## src/rtl/dmap_pkg.sv

```systemverilog
package dmap_pkg;
    typedef enum logic [1:0] {
        TGT_DRAM = 2'd0,
        TGT_IO   = 2'd1,
        TGT_IMEM = 2'd2,
        TGT_UMEM = 2'd3
    } dmap_tgt_e;

    typedef enum logic [1:0] {
        RG_DRAM = 2'd0,
        RG_WIN  = 2'd1,
        RG_IO   = 2'd2
    } dmap_region_e;

    typedef enum logic {
        ST_CLEAR = 1'b0,
        ST_FAULT = 1'b1
    } dmap_err_st_e;
endpackage

```

## src/rtl/dmap_region.sv

```systemverilog
module dmap_region
    import dmap_pkg::*;
#(
    parameter int ADDR_W = 16
) (
    input  logic [ADDR_W-1:0] addr,
    output dmap_region_e      region,
    output logic              io_legal
);
    localparam int IO_TAG_W = ADDR_W - 4;

    always_comb begin
        if (!addr[ADDR_W-1])
            region = RG_DRAM;
        else if (!addr[ADDR_W-2])
            region = RG_WIN;
        else
            region = RG_IO;
    end

    // legal I/O slice: all ones above a zero nibble, then 16 words
    assign io_legal = (addr[ADDR_W-1:4] == {{(IO_TAG_W-4){1'b1}}, 4'b0000});
endmodule

```

## src/rtl/dmap_window.sv

```systemverilog
module dmap_window #(
    parameter int WIN_W       = 14,
    parameter int IMEM_BANK_W = 4,
    parameter int SUB_BANK_W  = 3,
    parameter int SEG_W       = 7,
    parameter int FIELD_W     = SEG_W + SUB_BANK_W,
    parameter int PA_W        = FIELD_W + WIN_W
) (
    input  logic               sel_imem,
    input  logic [FIELD_W-1:0] field,
    input  logic [WIN_W-1:0]   offset,
    output logic [SEG_W-1:0]   seg_idx,
    output logic [PA_W-1:0]    win_phys
);
    localparam int IMEM_PA_W = IMEM_BANK_W + WIN_W;

    logic [IMEM_PA_W-1:0] imem_pa;
    logic [PA_W-1:0]      umem_pa;

    assign seg_idx = field[FIELD_W-1:SUB_BANK_W];
    assign imem_pa = {field[IMEM_BANK_W-1:0], offset};
    assign umem_pa = {seg_idx, field[SUB_BANK_W-1:0], offset};

    always_comb begin
        if (sel_imem)
            win_phys = PA_W'(imem_pa);
        else
            win_phys = umem_pa;
    end
endmodule

```

## src/rtl/dmap_err_fsm.sv

```systemverilog
module dmap_err_fsm
    import dmap_pkg::*;
(
    input  logic clk,
    input  logic rst_n,
    input  logic fault_req,
    input  logic err_ack,
    output logic bus_err
);
    dmap_err_st_e state_q, state_d;

    always_ff @(posedge clk or negedge rst_n) begin
        if (!rst_n)
            state_q <= ST_CLEAR;
        else
            state_q <= state_d;
    end

    always_comb begin
        state_d = state_q;
        unique case (state_q)
            ST_CLEAR: if (fault_req) state_d = ST_FAULT;
            ST_FAULT: if (err_ack && !fault_req) state_d = ST_CLEAR;
            default:  state_d = ST_CLEAR;
        endcase
    end

    always_comb begin
        bus_err = (state_q == ST_FAULT);
    end
endmodule

```

## src/rtl/dmap_xlate.sv

```systemverilog
module dmap_xlate
    import dmap_pkg::*;
#(
    parameter int ADDR_W      = 16,
    parameter int MAP_W       = 16,
    parameter int IMEM_BANK_W = 4,
    parameter int SUB_BANK_W  = 3,
    parameter int SEG_W       = 7,
    parameter int NUM_SEG     = 1 << SEG_W,
    parameter int PA_W        = SEG_W + SUB_BANK_W + ADDR_W - 2
) (
    input  logic               clk,
    input  logic               rst_n,
    input  logic               map_wr_en,
    input  logic [MAP_W-1:0]   map_wr_data,
    input  logic [NUM_SEG-1:0] seg_present,
    input  logic [ADDR_W-1:0]  addr_in,
    input  logic               access_valid,
    input  logic               err_ack,
    output logic [1:0]         target,
    output logic [PA_W-1:0]    phys_addr,
    output logic               bus_err
);
    localparam int WIN_W   = ADDR_W - 2;
    localparam int FIELD_W = SEG_W + SUB_BANK_W;
    localparam int SEL_BIT = 12;

    logic               sel_q;
    logic [FIELD_W-1:0] field_q;
    logic               unused_map_bits;

    dmap_region_e       region;
    logic               io_legal;
    logic [SEG_W-1:0]   seg_idx;
    logic [PA_W-1:0]    win_phys;
    dmap_tgt_e          tgt;
    logic               fault_cond;
    logic               fault_req;

    assign unused_map_bits = ^{map_wr_data[MAP_W-1:SEL_BIT+1],
                               map_wr_data[SEL_BIT-1:FIELD_W]};

    always_ff @(posedge clk or negedge rst_n) begin
        if (!rst_n) begin
            sel_q   <= 1'b0;
            field_q <= '0;
        end else if (map_wr_en) begin
            sel_q   <= map_wr_data[SEL_BIT];
            field_q <= map_wr_data[FIELD_W-1:0];
        end
    end

    dmap_region #(.ADDR_W(ADDR_W)) u_region (
        .addr     (addr_in),
        .region   (region),
        .io_legal (io_legal)
    );

    dmap_window #(
        .WIN_W       (WIN_W),
        .IMEM_BANK_W (IMEM_BANK_W),
        .SUB_BANK_W  (SUB_BANK_W),
        .SEG_W       (SEG_W),
        .FIELD_W     (FIELD_W),
        .PA_W        (PA_W)
    ) u_window (
        .sel_imem (sel_q),
        .field    (field_q),
        .offset   (addr_in[WIN_W-1:0]),
        .seg_idx  (seg_idx),
        .win_phys (win_phys)
    );

    always_comb begin
        tgt        = TGT_DRAM;
        phys_addr  = PA_W'(addr_in);
        fault_cond = 1'b0;
        unique case (region)
            RG_DRAM: begin
                tgt = TGT_DRAM;
            end
            RG_IO: begin
                tgt        = TGT_IO;
                fault_cond = !io_legal;
            end
            RG_WIN: begin
                tgt        = sel_q ? TGT_IMEM : TGT_UMEM;
                phys_addr  = win_phys;
                fault_cond = !sel_q && !seg_present[seg_idx];
            end
            default: begin
                tgt = TGT_DRAM;
            end
        endcase
    end

    assign target    = tgt;
    assign fault_req = access_valid && fault_cond;

    dmap_err_fsm u_err (
        .clk       (clk),
        .rst_n     (rst_n),
        .fault_req (fault_req),
        .err_ack   (err_ack),
        .bus_err   (bus_err)
    );
endmodule

```

## config.mk

```make
export PLATFORM = sky130hd
export DESIGN_NAME = dmap_xlate
export DESIGN_NICKNAME = d
export VERILOG_FILES = /design/src/rtl/dmap_pkg.sv /design/src/rtl/dmap_region.sv /design/src/rtl/dmap_window.sv /design/src/rtl/dmap_err_fsm.sv /design/src/rtl/dmap_xlate.sv
export SDC_FILE = /design/constraint.sdc
export NUM_CORES = 1
export LEC_CHECK = 0
export BUFFER_PORTS_ARGS = -buffer_cell sky130_fd_sc_hd__buf_2
export CAP_MARGIN = 0
export CORE_MARGIN = 1.5
export CORE_UTILIZATION = 42
export DETAILED_ROUTE_END_ITERATION = 10
export PLACE_DENSITY_LB_ADDON = 0.12
export SYNTH_ARGS = -nofsm -noshare
export SYNTH_HDL_FRONTEND = slang
export SYNTH_HIERARCHICAL = 1
export SYNTH_SLANG_ARGS = --single-unit
```

## constraint.sdc

```tcl
create_clock -name clk -period 5.1 [get_ports clk]
set_clock_uncertainty 0.05 [all_clocks]
set_input_delay 1.275 -clock clk [delete_from_list [all_inputs] [get_ports clk]]
set_output_delay 1.275 -clock clk [all_outputs]
set_load 0.05 [all_outputs]
```

==> results of run 1 <==
-- power by group --
part           switching, uW  internal, uW
combinational            120           164
clock                   33.5          68.1
sequential              36.0           104
-- cells by family (layout without fill, tap and decap cells) --
| family | Yosys count | count (layout) | synth area share |
|---|---|---|---|
| multiplexers | 72 | 72 | 0.546 |
| AND/OR/NAND/NOR | 43 | 43 | 0.121 |
| flip-flops | 12 | 12 | 0.140 |
| AO/OA/AOI/OAI | 12 | 12 | 0.0490 |
| adder cells (fa/ha/maj) | 2 | 2 | 0.0117 |
| buffers and inverters | 44 | 195 | 0.133 |
-- metal layers --
metal / part of all wire / global-route usage
met5: 0 / 0
met4: 0.0045 / 0.0343
met3: 0.067 / 0.0339
met2: 0.57 / 0.409
met1: 0.36 / 0.237
-- state kept, by name (all words and copies together) (netlist names) --
signal	cells
sel_q	1
u_err/bus_err	1
field_q	10
-- worst min path at each step --
stage,startpoint,endpoint,slack (ns),cells after the start
2_1_floorplan,field_q[0],field_q[0],0.43,1
3_3_place_gp,u_err/bus_err,u_err/bus_err,0.41,1
3_5_place_dp,u_err/bus_err,u_err/bus_err,0.42,1
4_1_cts,u_err/bus_err,u_err/bus_err,0.43,1
5_1_grt,u_err/bus_err,u_err/bus_err,0.45,1
6_report,u_err/bus_err,u_err/bus_err,0.43,1
-- worst max-delay path, cell delays in order --
cell	delay [ns]
buf_2	0.11
and2_1	0.18
inv_1	0.07
ha_1	0.32
buf_4	0.30
mux2_2	0.36
buf_2	0.21
-- layout make-up --
| cell class | count | area (um^2) | share of cell area |
|---|---|---|---|
| inverters | 3 | 11.3 | 0.00381 |
| repair buffers | 188 | 946 | 0.320 |
| multi-input cells | 129 | 1560 | 0.527 |
| clock buffers | 4 | 55.1 | 0.0186 |
| well taps | 67 | 83.8 | 0.0283 |
| flip-flops and latches | 12 | 302 | 0.102 |
-- synthesized netlist by cell type (2+ instances only) --
cell type  number  area share
a311oi_1        2      0.0082
mux2_2         30        0.16
inv_1           3      0.0052
nand3b_1        2      0.0070
ha_1            2       0.012
and4b_1         2      0.0093
and2_1          9       0.026
nor2b_1        15       0.044
nand2_1         4      0.0070
nor2_1          5      0.0087
nand3_1         2      0.0047
mux2i_1         9       0.042
dfrtp_1        12        0.14
clkbuf_1        6       0.010
buf_4          31        0.11
mux4_2         33        0.35
buf_2           3      0.0070
-- stage by stage --
stage | cells | power (uW) | hold WS, ns | util | setup WS, ns
after floorplan | 185 | 355 | 0.432 | - | 0.635
after global placement | 399 | 422 | 0.408 | 0.603 | 0.999
after detailed placement | 399 | 428 | 0.418 | 0.603 | 0.959
after CTS | 403 | 533 | 0.430 | 0.614 | 0.957
after global routing | 403 | 563 | 0.454 | 0.614 | 0.853
final | 403 | 526 | 0.431 | 0.614 | 0.955
==> results.toml, run 1 <==
[outcome]
status = "finished clean"

[global_route]
grt_pass1_vias = 2089
grt_max_degree = 37
grt_pass1_wl_mm = 9.00
antenna_found_initial = 0
grt_usage = 0.208
overflow = 0

[floorplan]
die_h_um = 74.5
initial_core_util = 0.445
fp.dieW_um = 74.5
core_mm2 = 0.00482
rows = 25
io_pins = 192
die-area_mm2 = 0.00555

[clock_tree]
cts_tree = "done"
clk_path_buf_depth = 2
ctsResizeCount = 0
cts.sinks = 12
numCtsBuffers = 3
cts_max_level = 1
post-cts-setup-buffers = 0
root_buffer = "clkbuf_8"
clkTransAtPathRegs_ns = 0.05
clk_latency_ns = 0.24
cts_hold_buffers = 0

[route]
dr.pass1.iters = 4
routed_wl_mm = 6.16
dr_total_vias = 2074
avgRoutedWirePerCell_um = 15.3
viasPerCell = 5.15
ant_nets = 0
drtIter0Drc = 80
route.detailed.drc = 0

[synthesis]
ys_ff_latch = 12
synth_edf_count = 0
synth.net_count = 352
syn_avg_cell_area_um2 = 11.6
seq_area_frac_synth = 0.140
synthArstFlopShare = 1.00
syn-cell-area_mm2 = 0.00215
syn_inst = 185
ys_types = 32
yosys_warnings = 6
synthFlopType = "dfrtp_1"

[critical_path]
cp.arrival_ns = 2.82
critical_path_required_ns = 3.77
start_kind = "input port"
regToRegEndpoint = "u_err/bus_err"
worstSetupEndpoint = "phys_addr[1]"
cp-startpoint = "addr_in[14]"
endpoint_kind = "output pin"
critPathKind = "input port to output pin"
r2r_cells = 6
cp_max_fo = 17
reg2reg_from = "field_q[4]"
regToRegSetupSlack_ns = 2.32

[finish]
final_common_cell = "buf_2"
final_cell_mix = "buf_2, mux4_2, mux2_2, nor2b_1, dfrtp_1"
fillers = 456
antennaDiodeCount = 0
drive_gt1_frac = 0.765
fin_nets = 504
fin_area_mm2 = 0.00296
synthToLayoutAreaGrowth_pct = 37.8

[timing]
rsz0062_at_grt = "false"
tns_ns = 0
finalMaxSlewViolations = 0
worst_pin_slew_ns = 1.09
min_period_over_period = 0.813
period_needed_ns = 4.14
hold_viol = 0
setup_viol = 0
fmax_mhz = 241
relSlewSlack = 0.270

[pwr]
p_per_area_mw_per_mm2 = 178
ir_worst_vdd_mv = 0.200
leakagePower_uw = 0.00146

[placed_design]
portBuffers = 186
dpl-instance-area_mm2 = 0.00290
place.gp.congestion = 0.747
dp_hpwl_mm = 5.16

[job]
max_cap_violations = 0

[worst_hold_path]
hold_path_class = "flop to flop"
(Power assumes the default switching activity.)
==> run 2, diff against run 1 <==
--- a/config.mk
+++ b/config.mk
@@ -5,10 +5,11 @@
 export SDC_FILE = /design/constraint.sdc
 export NUM_CORES = 1
 export LEC_CHECK = 0
+export ABC_AREA = 1
 export BUFFER_PORTS_ARGS = -buffer_cell sky130_fd_sc_hd__buf_2
 export CAP_MARGIN = 0
 export CORE_MARGIN = 1.5
-export CORE_UTILIZATION = 42
+export CORE_UTILIZATION = 37
 export DETAILED_ROUTE_END_ITERATION = 10
 export PLACE_DENSITY_LB_ADDON = 0.12
 export SYNTH_ARGS = -nofsm -noshare
==> constraint.sdc (replaced) <==
create_clock -name clk -period 3.8 [get_ports clk]
set_clock_uncertainty 0.05 [all_clocks]
set_input_delay 0.95 -clock clk [delete_from_list [all_inputs] [get_ports clk]]
set_output_delay 0.95 -clock clk [all_outputs]
set_load 0.05 [all_outputs]
==> run 2 against run 1 <==
Effect of this change: count of clock-buffer cells in the layout did not move; hold slack got worse by 0.013 ns; sequential power rose by 19%; critical path depth rose by 1; synthesized cell count rose by 130%; synthesized area rose by 14%; flip-flop and latch count did not move; die area rose by 28%; global-route usage barely moved; cell area rose by 6.7%; utilization fell by 12 points.
==> results.toml, run 2 <==
[outcome]
status = "finished clean"

[route]
route.detailed.drc = 0
ant_nets = 0
dr.pass1.iters = 5
avgRoutedWirePerCell_um = 11.9
dr_total_vias = 3153
drtIter0Drc = 130
viasPerCell = 4.84
routed_wl_mm = 7.74

[pwr]
ir_worst_vdd_mv = 0.231
power_uw = 759
leakagePower_uw = 0.00192
p_per_area_mw_per_mm2 = 241

[finish]
drive_gt1_frac = 0.392
fin_nets = 742
antennaDiodeCount = 0
fillers = 722
largest_reg_flops = 10
final_cell_mix = "buf_2, nand2_1, nand3_1, inv_1, mux2_2"
final_common_cell = "buf_2"
top_register = "field_q"
fin_area_mm2 = 0.00316
synthToLayoutAreaGrowth_pct = 29.1

[synthesis]
synth.area.top_cells = "nand2_1, nand3_1, dfrtp_1, mux2_2, buf_4"
synthFlopType = "dfrtp_1"
syn_inst = 433
syn_avg_cell_area_um2 = 5.64
yosys_warnings = 6
syn-cell-area_mm2 = 0.00244
synth.net_count = 600
yosys.area.top_type_share = 0.278
yosysMostFrequentCell = "nand2_1"
seq_area_frac_synth = 0.123
ys_types = 16
ys_ff_latch = 12
yosys.area.top_type = "nand2_1"
synth_top_cells_by_count = "nand2_1, nand3_1, buf_4"
synth_edf_count = 0
synthArstFlopShare = 1.00

[floorplan]
die_h_um = 84.3
initial_core_util = 0.385
rows = 29
die-area_mm2 = 0.00710
io_pins = 192
core_mm2 = 0.00635
fp.dieW_um = 84.3

[critical_path]
regToRegSetupSlack_ns = 1.44
critPathKind = "input port to output pin"
start_kind = "input port"
endpoint_kind = "output pin"
critical_path_required_ns = 2.80
cp_max_fo = 17
cp.arrival_ns = 2.21

[timing]
min_period_over_period = 0.845
tns_ns = 0
worst_pin_slew_ns = 0.976
setup_viol = 0
period_needed_ns = 3.21
hold_viol = 0
finalMaxSlewViolations = 0
setup_ws_ns = 0.591
fmax_mhz = 312
rsz0062_at_grt = "false"
relSlewSlack = 0.350

[placed_design]
place_ws_ns = 0.588
dp_hpwl_mm = 5.95
place.gp.congestion = 0.844
dpl-instance-area_mm2 = 0.00310
portBuffers = 186

[global_route]
antenna_found_initial = 0
overflow = 0
grt_usage = 0.207
grt_pass1_vias = 2836
grt_max_degree = 67
grt_pass1_wl_mm = 12.6

[clock_tree]
cts_max_level = 1
post-cts-setup-buffers = 0
cts.sinks = 12
numCtsBuffers = 3
root_buffer = "clkbuf_8"
clk_latency_ns = 0.24
cts_tree = "done"
ctsResizeCount = 0
cts_hold_buffers = 0
clkTransAtPathRegs_ns = 0.06
clk_path_buf_depth = 2

[worst_hold_path]
hold_path_class = "flop to flop"

[job]
max_cap_violations = 0
==> run 2: cell families (layout without fill, tap and decap cells) <==
kind of cell    count (synthesis)  after routing  share of synthesized area
simple gates                  305            305                      0.526
buf+inv                        86            227                      0.215
mux                            26             26                      0.120
flops                          12             12                      0.123
fa+ha+maj                       2              2                     0.0102
compound gates                  2              2                    0.00563
==> run 2: layout make-up <==
class	instances	area, um^2	share of cell area
multi-input combinational	335	1620	0.513
inverter	33	124	0.0393
timing repair buffer	190	961	0.305
clock buffer	4	55.1	0.0174
sequential	12	302	0.0956
tap	77	96.3	0.0305
==> run 2: worst paths after layout <==
kind | start | to | cells past startpoint
setup / recovery | addr_in[14] | phys_addr[11] | 8
hold / removal | u_err/bus_err | u_err/bus_err | 2
max in group asynchronous | rst_n | field_q[3] | 1
hold reg to reg | u_err/bus_err | u_err/bus_err | 2
setup reg to reg | field_q[5] | u_err/bus_err | 12
min in group asynchronous | rst_n | field_q[2] | 1
==> run 2: per-stage QoR <==
step / utilization / cells / hold slack (ns)
2_1_floorplan: - / 433 / 0.432
3_3_place_gp: 0.488 / 647 / 0.404
3_5_place_dp: 0.488 / 647 / 0.411
4_1_cts: 0.497 / 651 / 0.425
5_1_grt: 0.497 / 651 / 0.464
6_report: 0.497 / 651 / 0.418
==> run 2: power by group <==
group / switching, uW / internal [uW]
clock: 47.1 / 91.4
sequential: 25.8 / 140
combinational: 274 / 180
==> run 2: metal layers <==
| metal | track usage | vias to the layer above | share of wire |
|---|---|---|---|
| met4 | 0.0328 | 0 | 0.011 |
| met2 | 0.372 | 132 | 0.48 |
| met1 | 0.276 | 1366 | 0.44 |
| met5 | 0 | - | 0 |
| met3 | 0.0147 | 10 | 0.068 |
| li1 | - | 1645 | - |
==> run 2: worst max-delay path, stage by stage <==
cell and delay, ns:
buf_2 0.11, nand2_1 0.08, inv_1 0.05, inv_1 0.05, ha_1 0.16, buf_4 0.24, mux2_2 0.36, buf_2 0.21
